[config.mk]
export PLATFORM = sky130hd
export DESIGN_NAME = bch_syndrome
export DESIGN_NICKNAME = d
export VERILOG_FILES = /design/src/rtl/bch_syn_pkg.sv /design/src/rtl/bch_frame_ctl.sv /design/src/rtl/bch_syn_cell.sv /design/src/rtl/bch_syndrome.sv
export SDC_FILE = /design/constraint.sdc
export NUM_CORES = 1
export LEC_CHECK = 0
export BUFFER_PORTS_ARGS = -buffer_cell sky130_fd_sc_hd__buf_2
export CAP_MARGIN = 15
export CELL_PAD_IN_SITES_DETAIL_PLACEMENT = 0
export CELL_PAD_IN_SITES_GLOBAL_PLACEMENT = 1
export CORE_MARGIN = 2
export CORE_UTILIZATION = 41
export CTS_CLUSTER_DIAMETER = 100
export CTS_CLUSTER_SIZE = 14
export DETAILED_ROUTE_END_ITERATION = 6
export HOLD_SLACK_MARGIN = 0.12
export PLACE_DENSITY_LB_ADDON = 0.08
export SETUP_SLACK_MARGIN = 0.2
export SYNTH_ARGS = -nofsm -noshare
export SYNTH_HDL_FRONTEND = slang
export SYNTH_HIERARCHICAL = 1
export SYNTH_SLANG_ARGS = --single-unit
[constraint.sdc]
create_clock -name clk -period 1.5 [get_ports clk]
set_input_delay 0.075 -clock clk [delete_from_list [all_inputs] [get_ports clk]]
set_output_delay 0.075 -clock clk [all_outputs]
set_load 0.01 [all_outputs]
[src/rtl/bch_syn_pkg.sv]
// Package: field and code constants plus GF(2^M) helper functions.
// Assumes tuple bit k is the coefficient of alpha^k.
package bch_syn_pkg;
    parameter int GF_M = 5;
    parameter logic [GF_M-1:0] GF_POLY = 5'b00101;  // low terms of x^5+x^2+1
    parameter int T_CORR = 3;
    localparam int CW_LEN = (1 << GF_M) - 1;
    localparam int N_SYN  = 2 * T_CORR;
    localparam int CNT_W  = $clog2(CW_LEN);

    typedef logic [GF_M-1:0] gf_t;

    // Multiply by alpha once: shift up, fold the overflow term back.
    function automatic gf_t gf_times_alpha(input gf_t x);
        gf_t r;
        r = {x[GF_M-2:0], 1'b0};
        if (x[GF_M-1]) r = r ^ GF_POLY;
        return r;
    endfunction

    // Multiply by alpha^k with k a constant; unrolls to an XOR network.
    function automatic gf_t gf_times_apow(input gf_t x, input int k);
        gf_t r;
        r = x;
        for (int i = 0; i < k; i++) r = gf_times_alpha(r);
        return r;
    endfunction

    // General field product, shift-and-add from the top bit of b.
    function automatic gf_t gf_mul(input gf_t a, input gf_t b);
        gf_t r;
        r = '0;
        for (int i = GF_M - 1; i >= 0; i--) begin
            r = gf_times_alpha(r);
            if (b[i]) r = r ^ a;
        end
        return r;
    endfunction
endpackage

[src/rtl/bch_frame_ctl.sv]
// Module: word framing. Counts accepted bits, opens on start, closes
// after CW_LEN bits and emits a one-cycle done pulse.
// Assumes start has priority over a bit presented in the same cycle.
module bch_frame_ctl
    import bch_syn_pkg::*;
(
    input  logic clk,
    input  logic rst_n,
    input  logic start_i,
    input  logic valid_i,
    output logic take_o,
    output logic open_o,
    output logic done_o
);
    logic [CNT_W-1:0] cnt_q;
    logic             last_bit;

    assign last_bit = (cnt_q == CNT_W'(CW_LEN - 1));
    assign take_o   = open_o && valid_i && !start_i;

    // Frame state: open flag, bit counter and done pulse.
    always_ff @(posedge clk) begin
        if (!rst_n) begin
            cnt_q  <= '0;
            open_o <= 1'b0;
            done_o <= 1'b0;
        end else begin
            done_o <= 1'b0;
            if (start_i) begin
                open_o <= 1'b1;
                cnt_q  <= '0;
            end else if (take_o) begin
                if (last_bit) begin
                    open_o <= 1'b0;
                    done_o <= 1'b1;
                    cnt_q  <= '0;
                end else begin
                    cnt_q <= cnt_q + 1'b1;
                end
            end
        end
    end

    AST_CNT_BOUND: assert property (@(posedge clk) disable iff (!rst_n)
        cnt_q <= CNT_W'(CW_LEN - 1));
    AST_DONE_AFTER_LAST: assert property (@(posedge clk) disable iff (!rst_n)
        (take_o && last_bit) |=> done_o);
    AST_DONE_PULSE: assert property (@(posedge clk) disable iff (!rst_n)
        done_o |=> !done_o);
    AST_IDLE_NO_COUNT: assert property (@(posedge clk) disable iff (!rst_n)
        (open_o && !valid_i && !start_i) |=> $stable(cnt_q));
endmodule

[src/rtl/bch_syn_cell.sv]
// Module: one syndrome accumulator, S <= S * alpha^POWER + bit (Horner).
// Assumes bits arrive highest degree first; clear wins over shift.
module bch_syn_cell
    import bch_syn_pkg::*;
#(
    parameter int POWER = 1
) (
    input  logic clk,
    input  logic rst_n,
    input  logic clear_i,
    input  logic shift_i,
    input  logic bit_i,
    output gf_t  syn_o
);
    localparam int STEP = POWER % CW_LEN;

    gf_t syn_next;

    // Next value: scale by the constant and add the bit as element 1.
    always_comb begin
        syn_next = gf_times_apow(syn_o, STEP);
        syn_next[0] = syn_next[0] ^ bit_i;
    end

    // Accumulator register.
    always_ff @(posedge clk) begin
        if (!rst_n)       syn_o <= '0;
        else if (clear_i) syn_o <= '0;
        else if (shift_i) syn_o <= syn_next;
    end

    AST_CELL_CLEAR: assert property (@(posedge clk) disable iff (!rst_n)
        clear_i |=> (syn_o == '0));
    AST_CELL_HOLD: assert property (@(posedge clk) disable iff (!rst_n)
        (!clear_i && !shift_i) |=> $stable(syn_o));
endmodule

[src/rtl/bch_syndrome.sv]
// Module: top of the serial syndrome engine. One framing controller
// drives N_SYN accumulator cells; lane j-1 holds S_j.
// Assumes start_i is a single-cycle pulse in the caller's clock domain.
module bch_syndrome
    import bch_syn_pkg::*;
(
    input  logic                    clk,
    input  logic                    rst_n,
    input  logic                    start_i,
    input  logic                    valid_i,
    input  logic                    bit_i,
    output logic [N_SYN*GF_M-1:0]   syn_o,
    output logic                    done_o,
    output logic                    zero_o
);
    logic take;
    logic open_w;

    bch_frame_ctl u_ctl (
        .clk     (clk),
        .rst_n   (rst_n),
        .start_i (start_i),
        .valid_i (valid_i),
        .take_o  (take),
        .open_o  (open_w),
        .done_o  (done_o)
    );

    for (genvar gj = 1; gj <= N_SYN; gj++) begin : g_cell
        bch_syn_cell #(.POWER(gj)) u_cell (
            .clk     (clk),
            .rst_n   (rst_n),
            .clear_i (start_i),
            .shift_i (take),
            .bit_i   (bit_i),
            .syn_o   (syn_o[gj*GF_M-1 -: GF_M])
        );
    end

    // Error-free indication across all lanes.
    always_comb zero_o = (syn_o == '0);

    for (genvar gk = 1; gk <= T_CORR; gk++) begin : g_sq
        AST_EVEN_SQUARE: assert property (@(posedge clk) disable iff (!rst_n)
            done_o |-> (syn_o[2*gk*GF_M-1 -: GF_M] ==
                        gf_mul(syn_o[gk*GF_M-1 -: GF_M], syn_o[gk*GF_M-1 -: GF_M])));
    end

    AST_START_CLEARS: assert property (@(posedge clk) disable iff (!rst_n)
        start_i |=> (syn_o == '0) && !done_o);
    AST_CLOSED_HOLD: assert property (@(posedge clk) disable iff (!rst_n)
        (!open_w && !start_i) |=> $stable(syn_o));
endmodule

# Word-level counts from Yosys, hierarchy flattened

Index checks and enable logic that the tools add are counted.

Register bits: 37
Bits in latches: 0
Bits in writable memories: 0
Output and inout port bits: 32
Input bits: 5
Logic and storage cells: 75
Memories kept: 0
Bits in read-only memories: 0

Multipliers: 0
Order comparisons: 0
Equal/unequal tests: 1
Multiplexer cells: 26
Shift operators: 0
Bitwise logic cells: 29
Reduce and logical (&&, ||, !) cells: 9
Add/subtract/negate cells: 1
Divide/modulo/power cells: 0

Operator list:

| operator              | number |
|---|---|
| $mux W3               | 21 |
| $not A2 Y2            | 21 |
| $logic_not A30 Y1     | 1 |
| $xor A1 B1 Y1         | 6 |
| $add A5 B1 Y5 const B | 1 |
| $eq A5 B5 Y1 const B  | 1 |
| $mux W5               | 1 |
| $mux W1               | 4 |
| $reduce_bool A2 Y1    | 2 |
| $reduce_or A3 Y1      | 1 |
| $logic_and A1 B1 Y1   | 2 |
| $not A1 Y1            | 2 |
| $reduce_and A2 Y1     | 1 |
| $reduce_or A2 Y1      | 1 |
| $logic_not A1 Y1      | 1 |

# Longest topological paths before layout

Gate-level depths: netlist of run 1.

Depth in word-level cells: 13
Gate-level depth with buffers: 5
Gate-level depth less buffers: 5

# Cells and area by module

Netlist of run 1, hierarchy kept.

By module, submodules not included:

| module                          | area an instance (µm²) | instances | cells each | sequential area each (µm²) |
|---|---|---|---|---|
| bch_frame_ctl                   | 344.1                  | 1         | 38         | 140.1 |
| bch_syn_cell (g_cell[6].u_cell) | 250.2                  | 1         | 26         | 100.1 |
| bch_syn_cell (g_cell[4].u_cell) | 247.7                  | 1         | 22         | 100.1 |
| bch_syn_cell (g_cell[5].u_cell) | 241.5                  | 1         | 26         | 100.1 |
| bch_syn_cell (g_cell[3].u_cell) | 235.2                  | 1         | 22         | 100.1 |
| bch_syn_cell (g_cell[1].u_cell) | 227.7                  | 1         | 22         | 100.1 |
| bch_syn_cell (g_cell[2].u_cell) | 214.0                  | 1         | 22         | 100.1 |
| bch_syndrome                    | 70.1                   | 1         | 11         | 0.0 |

# Worst setup path after synthesis of run 1

No wires, ideal clock.

Kind: register to register
From: reg u_ctl.open_o
To: reg g_cell[6].u_cell.syn_o[0]
Buffers on the path: 0
Cell stages (with the launch flop): 5
Library setup time: 0.060 ns
Arrival time: 1.338 ns
Path slack: 0.102 ns
Period minus slack after synthesis: 1.398 ns
Required time: 1.440 ns
Path through: dfxtp_1 and3b_1 inv_1 nor4_1 a311o_1

Cells in the longest elaborated chain, start to end: 2

Ends and longest elaborated chain:

| item                             | line                | source |
|---|---|---|
| from (decl)                      | bch_frame_ctl.sv:12 | `output logic open_o,` |
| from (signal assigned)           | bch_frame_ctl.sv:25 | `open_o <= 1'b0;` |
| from (signal assigned)           | bch_frame_ctl.sv:30 | `open_o <= 1'b1;` |
| from (signal assigned)           | bch_frame_ctl.sv:34 | `open_o <= 1'b0;` |
| $logic_and A1 B1 Y1 (2 in a row) | bch_frame_ctl.sv:19 | `assign take_o = open_o && valid_i && !start_i;` |
| via take                         | bch_syndrome.sv:16  | `logic take;` |
| to (signal assigned)             | bch_syn_cell.sv:29  | `else if (shift_i) syn_o <= syn_next;` |
| to (decl)                        | bch_syn_cell.sv:13  | `output gf_t syn_o` |

The timed path passes the listed nets, and every way through them passes these cells.
A chain may end at the register's enable or synchronous reset.

# Worst setup path in the final report of run 1

From: reg g_cell[6].u_cell.syn_o[3]
To: out zero_o

Cells in the longest elaborated chain, start to end: 1

Ends and longest elaborated chain:

| item              | line               | source |
|---|---|---|
| $logic_not A30 Y1 | bch_syndrome.sv:41 | `always_comb zero_o = (syn_o == '0);` |
| to (decl)         | bch_syndrome.sv:14 | `output logic zero_o` |

Every way passes these cells.

==> results of run 1 <==
## cells in the mapped netlist (2+ instances only)
cell,n,share of area [%]
dfxtp_1,37,40
nor2_1,23,4.7
xnor2_1,15,7.2
nand2b_1,11,3.8
mux2i_1,9,4.9
buf_4,8,3.3
nor4_1,7,2.4
o31ai_1,7,2.9
a211oi_1,6,2.5
a21oi_1,5,1.4
inv_1,5,1.0
nand2_1,5,1.0
o211ai_1,5,2.1
o21ai_0,5,1.4
nand4_1,4,1.4
a211oi_2,3,2.1
a21bo_1,3,1.6
nand3b_1,3,1.2
xor2_1,3,1.4
buf_2,2,0.55
ha_1,2,1.4
nor2b_1,2,0.68
or3_1,2,0.68
xor3_1,2,2.6
## registers in the layout, summed over array words and instances, names as in the netlist
name                 count
g_cell.u_cell/syn_o     30
u_ctl/cnt_q              5
u_ctl/done_o             1
u_ctl/open_o             1
## logic make-up after synthesis
kind of cell / after synthesis
muxes: 9
and+or+nand+nor: 66
xor gates and xnor gates: 20
buffers and inverters: 16
adders and majority gates: 2
DFF: 37
AOI/OAI and AO/OA: 39
## routing by layer
layer	part of all wire (%)	wire, um	up-vias
li1	-	-	764
met1	48	2120	722
met2	45	2000	31
met3	5.4	237	6
met4	1.2	55	0
met5	0	0	-
## report_power, final
part / internal [W] / switching [W]
Combinational: 0.0000773 / 0.0000880
Sequential: 0.000985 / 0.0000114
Clock: 0.000416 / 0.000369
## metrics by stage
stage          util [%]  cells  instance area [sq um]  total power (W)  worst slack (ps)
2_1_floorplan         -    189                   1830          0.00111               230
6_report           55.4    287                   2390          0.00195              89.6
3_5_place_dp       47.5    272                   2050          0.00116               112
5_1_grt            55.4    287                   2390          0.00202              8.08
3_3_place_gp       47.5    272                   2050          0.00115               159
4_1_cts            53.1    285                   2290          0.00194              88.6
## repair_timing
action                     CTS  global route
resized for setup           29            11
setup endpoints to repair   20            14
hold buffers                 2             0
buffers inserted             3             0
pin swaps                    9             2
cloned                       0             2
hold endpoints to repair     2             0
## how the worst min path moves through the flow
stage,cells after the start,slack (ps),endpoint
after floorplan,2,200,u_ctl/done_o$_SDFF_PP0_
after global placement,3,400,u_ctl/cnt_q[2]$_SDFFE_PP0P_
after detailed placement,3,400,u_ctl/cnt_q[2]$_SDFFE_PP0P_
after CTS,3,130,u_ctl/done_o$_SDFF_PP0_
after global routing,3,130,u_ctl/done_o$_SDFF_PP0_
final,3,120,u_ctl/done_o$_SDFF_PP0_
## critical path, delay by kind of cell (launching register included)
kind | cells | cell delay, ps
buffers and inverters | 1 | 140
DFF | 1 | 360
and+or+nand+nor | 3 | 540
## area by class of cell
type	count	area, sq um
clock buffer	7	96.3
clock inverter	1	5.00
fill	413	1930
inverter	5	18.8
multi-input combinational	136	1090
sequential	37	768
tap	52	65.1
timing repair buffer	49	347
==> impl_metrics.ini, run 1 <==
[power_and_ir_drop]
ir_worst_vdd_v = 0.000446
p_leak_nw = 0.921
power_density_nw_per_um2 = 813

[timing]
worstMarginPinSlew_ps = 394
setup_tns_ps = 0
hold_ws_ps = 119
setup_violations = 0
finalClockSkew_ps = 5.54
post-route-period-util_pct = 94.0
rsz0062_at_grt = true
hold_violations = 0
slew_violations = 0
max_freq_ghz = 0.709
maxSlewHeadroom_pct = 73.7
fin_crit_ps = 1410

[synthesis]
synthArstFlopShare_pct = 0
synth_top_family_by_area = simple AND/OR/NAND/NOR gates
syn-mean-instance-area_sq_um = 9.69
ys_seq_area_share_pct = 40.5
synth_mux_area_share_pct = 4.92
synth.distinct_cells = 39
synth_ff_type = dfxtp_1
synth_seq_cells = 37
synth_enable_flop_cells = 0
synthXorXnorAreaFrac_pct = 11.2
syn-cell-area_sq_um = 1830
synthesis.nets = 196
synth-simple-area-share_pct = 20.4
synthCells = 189
synth_fa_ha_area_share_pct = 1.37
synth_compound_area_share_pct = 16.2
ys_warn_count = 6

[die]
fp.dieW_um = 70.8
rows = 24
io_pins = 37
die-height_um = 70.8
dieArea_sq_um = 5020
core-area_sq_um = 4320
start_util_pct = 42.3

[clock_network]
cts_tree = yes
clock_latency_ps = 290
numClockSinks = 37
clkSlewWorstSetupHoldPaths_ps = 70
htreeDepth = 2
clk_path_buf_depth = 2
cts_buffers = 5
clockRootBuffer = clkbuf_8

[routing]
first_pass_iters = 4
drt_iter0_drc = 67
antenna_left = 0
dr_total_vias = 1523
drc_errors = 0
viasPerCell = 5.31
wl_per_cell_um = 15.4
drt-total-wl_mm = 4.41

[critical_path]
arrival_ps = 1340
start_kind = flip-flop
path_cells = nor4_4, nand4_1, nor2_1, buf_2
reg2reg_from = u_ctl/open_o$_SDFFE_PN0P_
reg2reg_to = g_cell[5].u_cell/syn_o[2]$_SDFFE_PP0P_
cp-startpoint = g_cell[6].u_cell/syn_o[3]$_SDFFE_PP0P_
max_stage_delay_ps = 360
reg2reg_slack_ps = 240
critPathCapture = zero_o
crit_required_ps = 1420
critical_path.slowest_cell = dfxtp_4
rr_worst_depth = 4
setup.worst_path.class = reg -> out
critPathMaxFanout = 2
endpoint_kind = output port

[global_route]
antenna_found_initial = 0
grt_overflow = 0
busiest_layer = met2
met2_usage_pct = 27.4
track_usage_pct = 18.2
grt_first_pass_wirelength_mm = 7.13
use_met3_pct = 6.27
grt_pass1_vias = 1437
grt_max_degree = 27
gr-usage-met1_pct = 24.6

[finish]
drive_above_1_share_pct = 38.3
antenna_cells = 0
layout_commonest_cell = buf_2
final_cell_mix = buf_2, nor2_1, dfxtp_1, xnor2_1, dfxtp_2
nets = 241
area_growth_pct = 30.8

[place]
portBuffers = 36
dp_hpwl_mm = 2.89
place_congestion = 0.832

[worst_hold_path]
hp-start = valid_i
hp-class = in -> reg

[outcome]
status = finished, final reports clean

[job]
drv_cap = 0
(Power assumes the default switching activity.)
==> run 2: changes to the inputs <==
ABC_AREA = 1   (was unset)
CAP_MARGIN = 30   (was 15)
CORE_ASPECT_RATIO = 1.75   (was unset)
CORE_UTILIZATION = 38   (was 41)
==> run 2 against run 1 <==
Effect of this change:
- the run now ends with design-rule violations left
- routed wire length is 5.6% higher
- combinational power barely moved
- global-route usage is 0.59 points lower
- clock-buffer cell count is the same
- synthesized area grew 9.8%
- flip-flop and latch count stayed put
- critical path type unchanged
- highest routed layer unchanged
==> impl_metrics.ini, run 2 <==
[global_route]
grt_first_pass_wirelength_mm = 8.07
track_usage_pct = 17.6
antenna_found_initial = 0
grt_max_degree = 32
grt_pass1_vias = 1866
grt_overflow = 0

[critical_path]
setup.worst_path.class = reg -> out
arrival_ps = 1220
crit_required_ps = 1420
critPathMaxFanout = 5
endpoint_kind = output port
start_kind = flip-flop

[job]
drv_cap = 0

[synthesis]
netlist_top_cells_area = dfxtp_1, nand2_1, inv_1
ys_warn_count = 6
synth_ff_type = dfxtp_1
synthCells = 323
synth_seq_cells = 37
synth.distinct_cells = 22
synth_enable_flop_cells = 0
syn-mean-instance-area_sq_um = 6.22
yosys.area.top_type = dfxtp_1
synthArstFlopShare_pct = 0
synthTopCellsByCount = nand2_1, inv_1, nor2_1
synth.most_common_cell = nand2_1
ys_seq_area_share_pct = 36.9
synth_top_area_share_pct = 36.9
syn-cell-area_sq_um = 2010
synthesis.nets = 330

[timing]
worstMarginPinSlew_ps = 254
finalClockSkew_ps = 6.83
setup_violations = 0
maxSlewHeadroom_pct = 83.1
fin_crit_ps = 1290
rsz0062_at_grt = true
hold_violations = 0
post-route-period-util_pct = 86.0
fin_ws_ps = 210
max_freq_ghz = 0.775
slew_violations = 0
setup_tns_ps = 0

[finish]
drive_above_1_share_pct = 29.0
largest_reg_flops = 30
top_register = g_cell.u_cell/syn_o
layout_commonest_cell = nand2_1
area_growth_pct = 22.6
nets = 372
fin_util_pct = 47.7
antenna_cells = 0
final_cell_mix = nand2_1, inv_1, nor2_1, buf_2, nand3_1
top_regs = g_cell.u_cell/syn_o: 30 flops, u_ctl/cnt_q: 5 flops

[power_and_ir_drop]
ir_worst_vdd_v = 0.000635
power_density_nw_per_um2 = 834
p_leak_nw = 1.21

[die]
core-area_sq_um = 5170
dieArea_sq_um = 5910
rows = 35
fp.dieW_um = 59.0
io_pins = 37
start_util_pct = 38.9
die-height_um = 100

[routing]
antenna_left = 0
drt-total-wl_mm = 4.66
drt_iter0_drc = 72
viasPerCell = 4.65
first_pass_iters = 6
dr_total_vias = 1956
wl_per_cell_um = 11.1
drc_errors = 3

[clock_network]
clock_latency_ps = 290
htreeDepth = 2
cts_tree = yes
clockRootBuffer = clkbuf_8
clkSlewWorstSetupHoldPaths_ps = 70
numClockSinks = 37
clk_path_buf_depth = 2
cts_buffers = 5

[place]
dp_slack_ps = 226
place_congestion = 0.782
portBuffers = 36
dp_hpwl_mm = 3.43

[outcome]
status = finished with violations
failed_checks = design-rule violations

[worst_hold_path]
hp-class = in -> reg
run 2: layer usage:
metal	global-route usage (%)	wire (um)	part of all wire (%)
met4	6.64	81	1.7
met2	33.7	2550	55
met5	0	0	0
met3	2.96	141	3.0
met1	18.3	1890	40
run 2: kinds of logic after synthesis:
kind of cell	count (synthesis)	share of synthesized area, %
simple gates	182	37.3
buf+inv	71	16.1
flops	37	36.9
compound gates	29	7.66
xor+xnor	2	0.872
fa+ha+maj	2	1.25
run 2: final timing paths:
check / from / endpoint / slack [ps] / depth (start not counted)
hold / removal: start_i / u_ctl/open_o$_SDFFE_PN0P_ / 210 / 3
hold reg to reg: g_cell[2].u_cell/syn_o[2]$_SDFFE_PP0P_ / g_cell[2].u_cell/syn_o[4]$_SDFFE_PP0P_ / 470 / 2
setup / recovery: g_cell[4].u_cell/syn_o[4]$_SDFFE_PP0P_ / zero_o / 210 / 6
setup reg to reg: u_ctl/open_o$_SDFFE_PN0P_ / g_cell[6].u_cell/syn_o[2]$_SDFFE_PP0P_ / 270 / 6
run 2: through the flow:
| stage | hold WS [ps] | instances | total power (W) | area (sq um) |
|---|---|---|---|---|
| floorplan | 209 | 323 | 0.00113 | 2010 |
| global placement | 416 | 405 | 0.00118 | 2190 |
| detailed placement | 419 | 405 | 0.00118 | 2190 |
| CTS | 206 | 417 | 0.00209 | 2370 |
| global route | 261 | 421 | 0.00214 | 2460 |
| finish | 210 | 421 | 0.00205 | 2460 |
run 2: layout make-up:
class / instances / area [sq um]
fill: 567 / 2700
inverter: 60 / 225
timing repair buffer: 46 / 278
sequential: 37 / 787
tap: 55 / 68.8
clock buffer: 7 / 86.3
clock inverter: 1 / 30.0
multi-input combinational: 215 / 988
run 2: repair_timing:
item | in CTS | in global routing
pin swaps | 5 | 6
gates cloned | 0 | 0
endpoints found under the setup margin | 1 | 19
buffers inserted | 3 | 4
hold buffers | 1 | 0
gates resized for setup | 19 | 29
hold endpoints to repair | 2 | 0
run 2: power by group:
part           total (W)  switching, W  leakage (nW)  internal (W)
combinational   0.000162      0.000103         0.841     0.0000590
clock           0.000896      0.000354        0.0585      0.000542
sequential      0.000996     0.0000116         0.314      0.000985
total            0.00205      0.000469          1.21       0.00159
run 2: critical path, stage by stage (launching register included):
cell	delay, ps
dfxtp_4	370
nor2_4	100
nand2_2	60
nor2_2	90
nand2_1	70
nor2_1	80
buf_2	130
